[config.mk]
export PLATFORM = sky130hd
export DESIGN_NAME = mbox_bell_regs
export DESIGN_NICKNAME = d
export VERILOG_FILES = /design/src/rtl/mbox_pkg.sv /design/src/rtl/mbox_vec_table.sv /design/src/rtl/mbox_bell_check.sv /design/src/rtl/mbox_irq_regs.sv /design/src/rtl/mbox_bell_regs.sv
export SDC_FILE = /design/constraint.sdc
export NUM_CORES = 1
export LEC_CHECK = 0
export CAP_MARGIN = 0
export CORE_MARGIN = 4
export CORE_UTILIZATION = 30
export CTS_CLUSTER_SIZE = 24
export DETAILED_ROUTE_END_ITERATION = 12
export PLACE_DENSITY = 0.61
export SKIP_CTS_REPAIR_TIMING = 1
export SLEW_MARGIN = 20
export SYNTH_ARGS = -nofsm -noshare
export SYNTH_HDL_FRONTEND = slang
export SYNTH_SLANG_ARGS = --single-unit
[constraint.sdc]
create_clock -name clk -period 6.4 [get_ports clk]
set_input_delay 0.96 -clock clk [delete_from_list [all_inputs] [get_ports clk]]
set_output_delay 0.96 -clock clk [all_outputs]
set_load 0.02 [all_outputs]
[src/rtl/mbox_pkg.sv]
package mbox_pkg;

    typedef enum logic [1:0] {
        ST_IDLE  = 2'd0,
        ST_RDATA = 2'd1,
        ST_RING  = 2'd2
    } mbox_state_e;

    localparam logic [7:0] OFS_MASK = 8'h00;
    localparam logic [7:0] OFS_STAT = 8'h04;
    localparam logic [7:0] OFS_POS  = 8'h08;
    localparam logic [7:0] OFS_BELL = 8'h0C;

endpackage

[src/rtl/mbox_vec_table.sv]
module mbox_vec_table #(
    parameter int NUM_PEERS = 4,
    parameter int MAX_VEC   = 4,
    parameter int PEER_W    = 2,
    parameter int CNT_W     = 3
) (
    input  logic                       clk,
    input  logic                       rst_n,
    input  logic                       cfg_we,
    input  logic [PEER_W-1:0]          cfg_peer,
    input  logic [CNT_W-1:0]           cfg_count,
    output logic [NUM_PEERS*CNT_W-1:0] counts_flat
);
    localparam logic [CNT_W-1:0] MAXC = CNT_W'(MAX_VEC);

    logic [CNT_W-1:0] clamped;
    assign clamped = (cfg_count > MAXC) ? MAXC : cfg_count;

    for (genvar p = 0; p < NUM_PEERS; p++) begin : g_peer
        logic [CNT_W-1:0] cnt_q;

        always_ff @(posedge clk) begin
            if (!rst_n) begin
                cnt_q <= '0;
            end else if (cfg_we && (cfg_peer == PEER_W'(p))) begin
                cnt_q <= clamped;
            end
        end

        assign counts_flat[p*CNT_W +: CNT_W] = cnt_q;

        // a stored count never exceeds the vector limit
        assert_count_clamped_R9: assert property (@(posedge clk) disable iff (!rst_n)
            cnt_q <= MAXC);
    end
endmodule

[src/rtl/mbox_bell_check.sv]
module mbox_bell_check #(
    parameter int NUM_PEERS = 4,
    parameter int MAX_VEC   = 4,
    parameter int CNT_W     = 3,
    parameter int IDX_W     = 4
) (
    input  logic [15:0]                dest,
    input  logic [7:0]                 vec,
    input  logic [NUM_PEERS*CNT_W-1:0] counts_flat,
    output logic                       hit,
    output logic [IDX_W-1:0]           idx
);
    logic [CNT_W-1:0] sel_cnt;
    logic             dest_ok;
    logic             vec_ok;

    always_comb begin
        sel_cnt = '0;
        for (int p = 0; p < NUM_PEERS; p++) begin
            if (dest == 16'(p)) begin
                sel_cnt = counts_flat[p*CNT_W +: CNT_W];
            end
        end
    end

    assign dest_ok = {16'b0, dest} < 32'(NUM_PEERS);
    assign vec_ok  = {24'b0, vec} < 32'(sel_cnt);
    assign hit     = dest_ok && vec_ok;
    assign idx     = IDX_W'({16'b0, dest} * 32'(MAX_VEC) + {24'b0, vec});
endmodule

[src/rtl/mbox_irq_regs.sv]
module mbox_irq_regs (
    input  logic        clk,
    input  logic        rst_n,
    input  logic        mask_we,
    input  logic        stat_we,
    input  logic        stat_rdclr,
    input  logic        evt,
    input  logic [31:0] wdata,
    output logic [31:0] mask_q,
    output logic [31:0] stat_q,
    output logic        irq
);
    always_ff @(posedge clk) begin
        if (!rst_n) begin
            mask_q <= '0;
        end else if (mask_we) begin
            mask_q <= wdata;
        end
    end

    // event has priority over write and read-clear
    always_ff @(posedge clk) begin
        if (!rst_n) begin
            stat_q <= '0;
        end else if (evt) begin
            stat_q <= 32'd1;
        end else if (stat_we) begin
            stat_q <= wdata;
        end else if (stat_rdclr) begin
            stat_q <= '0;
        end
    end

    assign irq = |(stat_q & mask_q);

    // an accepted event leaves the status at one
    assert_event_sets_one_R11: assert property (@(posedge clk) disable iff (!rst_n)
        evt |=> (stat_q == 32'd1));

    // an undisturbed read-clear empties the status
    assert_rdclr_empties_R3: assert property (@(posedge clk) disable iff (!rst_n)
        (stat_rdclr && !evt && !stat_we) |=> (stat_q == 32'd0));
endmodule

[src/rtl/mbox_bell_regs.sv]
module mbox_bell_regs
    import mbox_pkg::*;
#(
    parameter int NUM_PEERS = 4,
    parameter int MAX_VEC   = 4,
    localparam int PEER_W   = (NUM_PEERS > 1) ? $clog2(NUM_PEERS) : 1,
    localparam int CNT_W    = $clog2(MAX_VEC + 1),
    localparam int NUM_NOTE = NUM_PEERS * MAX_VEC,
    localparam int IDX_W    = (NUM_NOTE > 1) ? $clog2(NUM_NOTE) : 1
) (
    input  logic                clk,
    input  logic                rst_n,
    input  logic                bus_sel,
    input  logic                bus_wr,
    input  logic [7:0]          bus_addr,
    input  logic [31:0]         bus_wdata,
    output logic                bus_ready,
    output logic                bus_rvalid,
    output logic [31:0]         bus_rdata,
    input  logic [15:0]         local_id,
    input  logic                msi_mode,
    input  logic                local_event,
    input  logic                cfg_we,
    input  logic [PEER_W-1:0]   cfg_peer,
    input  logic [CNT_W-1:0]    cfg_count,
    output logic [NUM_NOTE-1:0] notify,
    output logic                irq
);
    mbox_state_e state_q, state_d;

    logic                       accept;
    logic [7:0]                 wr_addr;
    logic                       mask_we, stat_we, stat_rdclr, evt;
    logic                       bell_wr, bell_hit;
    logic [IDX_W-1:0]           bell_idx, ring_idx_q;
    logic [31:0]                mask_q, stat_q, rd_mux, rdata_q;
    logic [NUM_PEERS*CNT_W-1:0] counts_flat;

    assign accept     = bus_sel && (state_q == ST_IDLE);
    assign wr_addr    = bus_addr & 8'hFC;
    assign mask_we    = accept && bus_wr && (wr_addr == OFS_MASK);
    assign stat_we    = accept && bus_wr && (wr_addr == OFS_STAT);
    assign bell_wr    = accept && bus_wr && (wr_addr == OFS_BELL);
    assign stat_rdclr = accept && !bus_wr && (bus_addr == OFS_STAT);
    assign evt        = local_event && !msi_mode;

    mbox_vec_table #(
        .NUM_PEERS(NUM_PEERS), .MAX_VEC(MAX_VEC), .PEER_W(PEER_W), .CNT_W(CNT_W)
    ) i_table (
        .clk(clk), .rst_n(rst_n), .cfg_we(cfg_we), .cfg_peer(cfg_peer),
        .cfg_count(cfg_count), .counts_flat(counts_flat)
    );

    mbox_bell_check #(
        .NUM_PEERS(NUM_PEERS), .MAX_VEC(MAX_VEC), .CNT_W(CNT_W), .IDX_W(IDX_W)
    ) i_check (
        .dest(bus_wdata[31:16]), .vec(bus_wdata[7:0]), .counts_flat(counts_flat),
        .hit(bell_hit), .idx(bell_idx)
    );

    mbox_irq_regs i_irq (
        .clk(clk), .rst_n(rst_n), .mask_we(mask_we), .stat_we(stat_we),
        .stat_rdclr(stat_rdclr), .evt(evt), .wdata(bus_wdata),
        .mask_q(mask_q), .stat_q(stat_q), .irq(irq)
    );

    // reads decode the full offset
    always_comb begin
        case (bus_addr)
            OFS_MASK: rd_mux = mask_q;
            OFS_STAT: rd_mux = stat_q;
            OFS_POS:  rd_mux = {16'b0, local_id};
            default:  rd_mux = '0;
        endcase
    end

    always_comb begin
        state_d = state_q;
        unique case (state_q)
            ST_IDLE: begin
                if (accept && !bus_wr)             state_d = ST_RDATA;
                else if (bell_wr && bell_hit)      state_d = ST_RING;
            end
            ST_RDATA: state_d = ST_IDLE;
            ST_RING:  state_d = ST_IDLE;
            default:  state_d = ST_IDLE;
        endcase
    end

    always_ff @(posedge clk) begin
        if (!rst_n) begin
            state_q    <= ST_IDLE;
            rdata_q    <= '0;
            ring_idx_q <= '0;
        end else begin
            state_q <= state_d;
            if (accept && !bus_wr)    rdata_q    <= rd_mux;
            if (bell_wr && bell_hit)  ring_idx_q <= bell_idx;
        end
    end

    always_comb begin
        bus_ready  = 1'b0;
        bus_rvalid = 1'b0;
        notify     = '0;
        unique case (state_q)
            ST_IDLE:  bus_ready = 1'b1;
            ST_RDATA: bus_rvalid = 1'b1;
            ST_RING:  notify[ring_idx_q] = 1'b1;
            default:  bus_ready = 1'b0;
        endcase
    end

    assign bus_rdata = rdata_q;

    // at most one notify bit at a time, and never two cycles running
    assert_notify_onehot_R7: assert property (@(posedge clk) disable iff (!rst_n)
        $onehot0(notify));
    assert_notify_pulse_R7: assert property (@(posedge clk) disable iff (!rst_n)
        (notify != '0) |=> (notify == '0));

    // unknown destination produces no pulse
    assert_bad_peer_drop_R8: assert property (@(posedge clk) disable iff (!rst_n)
        (bell_wr && ({16'b0, bus_wdata[31:16]} >= 32'(NUM_PEERS))) |=> (notify == '0));

    // read response stalls the bus for one cycle
    assert_read_resp_R13: assert property (@(posedge clk) disable iff (!rst_n)
        (accept && !bus_wr) |=> (bus_rvalid && !bus_ready));
endmodule

# Word-level counts from Yosys, hierarchy flattened
# Index checks and enable logic that the tools add are counted.
totals:
  register_bits: 114
  inputBits: 68
  output_inout_bits: 51
  elab_cells: 77
op_classes:
  addsub: 1
  n_lt_le_gt_ge: 5
  n_eq_ne: 12
  n_mux: 16
  bitwise_logic: 3
  n_reduce_logical: 29
op_table:
  columns: ["cell", "n"]
  rows:
  - ["32-bit case mux with 3 select lines", 1]
  - ["32-bit 2-to-1 mux", 2]
  - ["32-bit AND", 1]
  - ["16-bit by 2-bit equality test with 1-bit output (second input constant)", 2]
  - ["32-bit OR reduction", 1]
  - ["16-bit by 1-bit equality test with 1-bit output (second input constant)", 1]
  - ["16-bit zero test", 1]
  - ["8-bit zero test", 2]
  - ["16-bit by 3-bit less-than comparator with 1-bit output (second input constant)", 1]
  - ["16-bit 2-to-1 mux", 1]
  - ["1-bit logical AND", 15]
  - ["3-bit 2-to-1 mux", 5]
  - ["8-bit by 3-bit equality test with 1-bit output (second input constant)", 1]
  - ["8-bit by 4-bit equality test with 1-bit output (second input constant)", 1]
  - ["8-bit by 3-bit less-than comparator with 1-bit output", 1]
  - ["2-bit equality test (second input constant)", 3]
  - ["6-bit by 1-bit equality test with 1-bit output (second input constant)", 1]
  - ["6-bit by 2-bit equality test with 1-bit output (second input constant)", 1]
  - ["1-bit 2-to-1 mux", 6]
  - ["4-bit by 5-bit less-than comparator with 1-bit output (second input constant)", 1]
  - ["4-bit adder", 1]
  - ["1-bit demux with 4-bit select", 1]
  - ["2-bit by 1-bit equality test with 1-bit output (second input constant)", 2]
  - ["4-bit by 1-bit greater-or-equal comparator with 1-bit output (second input constant)", 1]
  - ["other kinds (9)", 13]

# Longest topological paths before layout
depth:
  ltp_word: 10
  depth_mapped: 9
  mapped_depth_nobuf: 9

# Modules after synthesis
# Synthesis repeated with hierarchy kept, for this count alone.
unflattened:
  cells_unflattened: 566
  area_unflattened_um2: 5465.2
modules_own_cells:
  columns: ["module", "n_inst", "cells_each", "area_each_um2"]
  rows:
  - ["mbox_irq_regs", 1, 266, 2582.5]
  - ["mbox_bell_regs", 1, 232, 2179.6]
  - ["mbox_vec_table", 1, 44, 470.5]
  - ["mbox_bell_check", 1, 24, 232.7]

# Worst setup path after synthesis
# No wires, ideal clock.
synth_timing:
  path_kind: "input to register"
  start: "input port bus_wdata[18]"
  end: "register ring_idx_q[0]"
  setup_time_ns: 0.116
  arrival_time_ns: 2.817
  required_time_ns: 6.284
  slack_ns: 3.467
  path_stages: 9
  path_buffers: 0
  path_cell_list: "nor4_1 > nand4_1 > nand2b_1 > ha_1 > a211oi_1 > nand4_1 > nor4_4 > mux2i_1 > nor2b_1"
synth_via:
  elab_chain_cells: 8
synth_rtl:
  columns: ["item", "line", "source"]
  rows:
  - ["from (decl)", "mbox_bell_regs.sv:16", "input logic [31:0] bus_wdata,"]
  - ["16-bit zero test", "mbox_bell_check.sv:20", "if (dest == 16'(p)) begin"]
  - ["3-bit 2-to-1 mux (4 in series)", "mbox_bell_check.sv:20", null]
  - ["8-bit by 3-bit less-than comparator with 1-bit output", "mbox_bell_check.sv:27", "assign vec_ok = {24'b0, vec} < 32'(sel_cnt);"]
  - ["1-bit logical AND *", "mbox_bell_check.sv:28", "assign hit = dest_ok && vec_ok;"]
  - ["1-bit logical AND *", "mbox_bell_regs.sv:98", "if (bell_wr && bell_hit) ring_idx_q <= bell_idx;"]
  - ["to (signal assigned)", "mbox_bell_regs.sv:98", null]
  - ["to (decl)", "mbox_bell_regs.sv:35", "logic [IDX_W-1:0] bell_idx, ring_idx_q;"]
# Mark *: on every way between the ends. The rest lies on a longest branch, timed or not.
# A chain may end at the register's enable or synchronous reset.

# Worst setup path after layout
layout_timing:
  start: "input port bus_wdata[23]"
  end: "register ring_idx_q[0]"
# Same word-level chain as after synthesis.

==> results.json <==
{
  "status": "finished, final reports clean",
  "wl_microns": 15900,
  "cts.sinks": 114,
  "area_delta_synth_final_pct": 37.8,
  "die_y_microns": 137,
  "synthFlopType": "dfxtp_1",
  "initialDrtViolationCount": 313,
  "cp.arrival_ps": 3960,
  "fp.dieW_microns": 137,
  "root_buffer": "clkbuf_16",
  "timing.final.crit_share": 0.572,
  "skew_ps": 6.87,
  "fp-row-count": 46,
  "crit_path_start_kind": "input pin",
  "core_sq_um": 16100,
  "clockBufferDepth": 2,
  "multi_input_area_sq_um": 2530,
  "max-cap-violations": 0,
  "synthCells": 539,
  "antenna_found_initial": 0,
  "cp_max_fo": 5,
  "fin_crit_ps": 3660,
  "cts_tree": "done",
  "critical_path_required_ps": 6700,
  "slew_headroom": 0.317,
  "initial_core_util": 0.310,
  "report.final.setup_viol": 0,
  "tightest_slew_ps": 1020,
  "drive_gt1_frac": 0.0639,
  "intPower_mw": 1.35,
  "rsz0062_at_grt": "false",
  "grt_pass1_vias": 4519,
  "vias": 4437,
  "drc": 0,
  "register_area_sq_um": 2280,
  "combPwrFrac": 0.065,
  "gp_congestion": 0.818,
  "ant_nets": 0,
  "io_pins": 119,
  "power.switching_uw": 365,
  "vias_per_cell": 5.08,
  "ys_ff_latch": 114,
  "max_freq_mhz": 273,
  "synth_cell_types": 41,
  "power_switching_share": 0.213,
  "grt_max_degree": 71,
  "async_flop_share": 0,
  "clk_latency_ps": 420,
  "synth_warnings": 0,
  "grt-ovfl-total": 0,
  "syn-cell-area_sq_um": 4980,
  "numCtsBuffers": 17,
  "p_leak_nw": 2.41,
  "final_util": 0.427,
  "synth_edf_count": 0,
  "end_kind": "flip-flop",
  "die-area_sq_um": 18700,
  "fill_cells": 1538,
  "num_antenna_cells": 0,
  "share_seq_of_total_power": 0.417,
  "grt_pass1_wl_microns": 24800,
  "clkPwrFrac": 0.518,
  "drv_slew": 0,
  "h-tree-depth": 4,
  "finalHoldViolCount": 0,
  "post_drt_wl_per_cell_microns": 18.2,
  "tns_ps": 0,
  "cellPowerDensity_nw_per_um2": 251,
  "hold_path_class": "reg2reg",
  "port_buffers": 118,
  "peakVddDrop_uv": 183,
  "nets": 718,
  "syn_area_per_cell_sq_um": 9.24,
  "path_class": "in2reg",
  "yosysSeqAreaShare": 0.458,
  "drt-pass1-iter-count": 5,
  "dpl.hpwl_microns": 11300,
  "path_clk_slew_ps": 50,
  "syn-num-nets": 610,
  "grt_usage": 0.175
}
-- worst max-delay path, stage by stage --
cell,delay [ps]
clkdlybuf4s50_1,460
nor4_1,510
nand4_1,360
nand2b_1,260
ha_1,290
a211oi_1,230
nand4_1,180
nor4_4,370
mux2i_1,270
nor2b_1,60
-- path summary, 6_finish.rpt --
| path | slack [ps] | startpoint | to | cells past startpoint |
|---|---|---|---|---|
| min reg2reg | 450 | bus_rdata[8] | bus_rdata[8] | 2 |
| max reg2reg | 3910 | state_q[0] | i_irq.stat_q[6] | 6 |
| max | 2740 | bus_wdata[23] | ring_idx_q[0] | 10 |
| min | 450 | bus_rdata[8] | bus_rdata[8] | 2 |
-- power groups by stage --
stage	logic (mW)	clock network, mW	registers [mW]
6_report	0.112	0.891	0.717
3_5_place_dp	0.111	0	0.731
3_3_place_gp	0.110	0	0.731
2_1_floorplan	0.0459	0	0.730
5_1_grt	0.119	0.937	0.716
4_1_cts	0.112	0.908	0.716
-- layout make-up --
type / instances / area share
Timing Repair Buffer: 124 / 0.178
Clock buffer: 22 / 0.0677
Sequential cell: 114 / 0.333
Inverter: 1 / 0.000547
Multi-Input combinational cell: 389 / 0.369
Clock inverter: 7 / 0.0124
Tap cell: 216 / 0.0394
-- logic make-up after synthesis --
kind of cell / synth area share
AND/OR/NAND/NOR: 0.200
AO/OA/AOI/OAI: 0.218
flip-flops: 0.458
buffers and inverters: 0.0347
multiplexers: 0.0779
adder cells (fa/ha/maj): 0.00754
XOR/XNOR: 0.00352
-- metal layers --
metal | vias to the layer above | global-route usage | share of wire
met1 | 2110 | 0.226 | 0.44
li1 | 2143 | - | -
met4 | 0 | 0.0593 | 0.017
met3 | 21 | 0.0551 | 0.080
met2 | 163 | 0.277 | 0.46
met5 | - | 0 | 0
-- metrics by stage --
step | hold WS, ps | setup WS, ps | cells | instance area (sq um) | power (mW)
after global routing | 489 | 2560 | 873 | 6860 | 1.77
after global placement | 444 | 2470 | 844 | 6310 | 0.841
after CTS | 450 | 2750 | 873 | 6860 | 1.74
final | 450 | 2740 | 873 | 6860 | 1.72
after floorplan | 447 | 3470 | 539 | 4980 | 0.776
after detailed placement | 443 | 2340 | 844 | 6310 | 0.843
-- flip-flops by register name, indices dropped and copies added, names as in the netlist --
register              count
bus_rdata                32
i_table.g_peer.cnt_q     12
i_irq.mask_q             32
i_irq.stat_q             32
ring_idx_q                4
state_q                   2
-- cell usage in the layout, fill, tap and decap left out, types with 3 or more instances in the layout --
master / n
clkdlybuf4s50_1: 117
dfxtp_1: 114
nand2_1: 104
a22oi_1: 32
mux2i_1: 32
o21ai_0: 32
a22o_1: 31
a21boi_0: 26
nor2b_1: 21
and2_1: 19
nor2_1: 17
clkbuf_16: 17
a2bb2oi_1: 16
nand2b_1: 7
nand4_1: 7
a21boi_1: 6
buf_4: 6
nor3_1: 5
clkinv_2: 5
nor4_1: 4
mux4_2: 3
nand3b_1: 3
ha_1: 3
clkbuf_1: 3
-- synthesized netlist by cell type (2+ instances only) --
| master | count | area [sq um] |
|---|---|---|
| mux4_2 | 3 | 67.6 |
| and3_1 | 2 | 12.5 |
| o21ai_1 | 2 | 10.0 |
| buf_2 | 11 | 55.1 |
| a22oi_1 | 32 | 240 |
| nor2b_1 | 21 | 131 |
| nand4_1 | 7 | 43.8 |
| a21boi_1 | 6 | 45.0 |
| nand2_1 | 104 | 390 |
| a2bb2oi_1 | 16 | 140 |
| o21ai_0 | 32 | 160 |
| nor2_1 | 17 | 63.8 |
| buf_6 | 3 | 33.8 |
| nand3b_1 | 3 | 22.5 |
| a22o_1 | 31 | 272 |
| nand2b_1 | 7 | 43.8 |
| a21boi_0 | 26 | 195 |
| nor4_1 | 4 | 25.0 |
| dfxtp_1 | 114 | 2280 |
| mux2i_1 | 32 | 320 |
| clkbuf_1 | 20 | 75.1 |
| and2_1 | 19 | 119 |
| ha_1 | 3 | 37.5 |
| xnor2_1 | 2 | 17.5 |
| nor3_1 | 6 | 30.0 |
(Power assumes the default switching activity.)
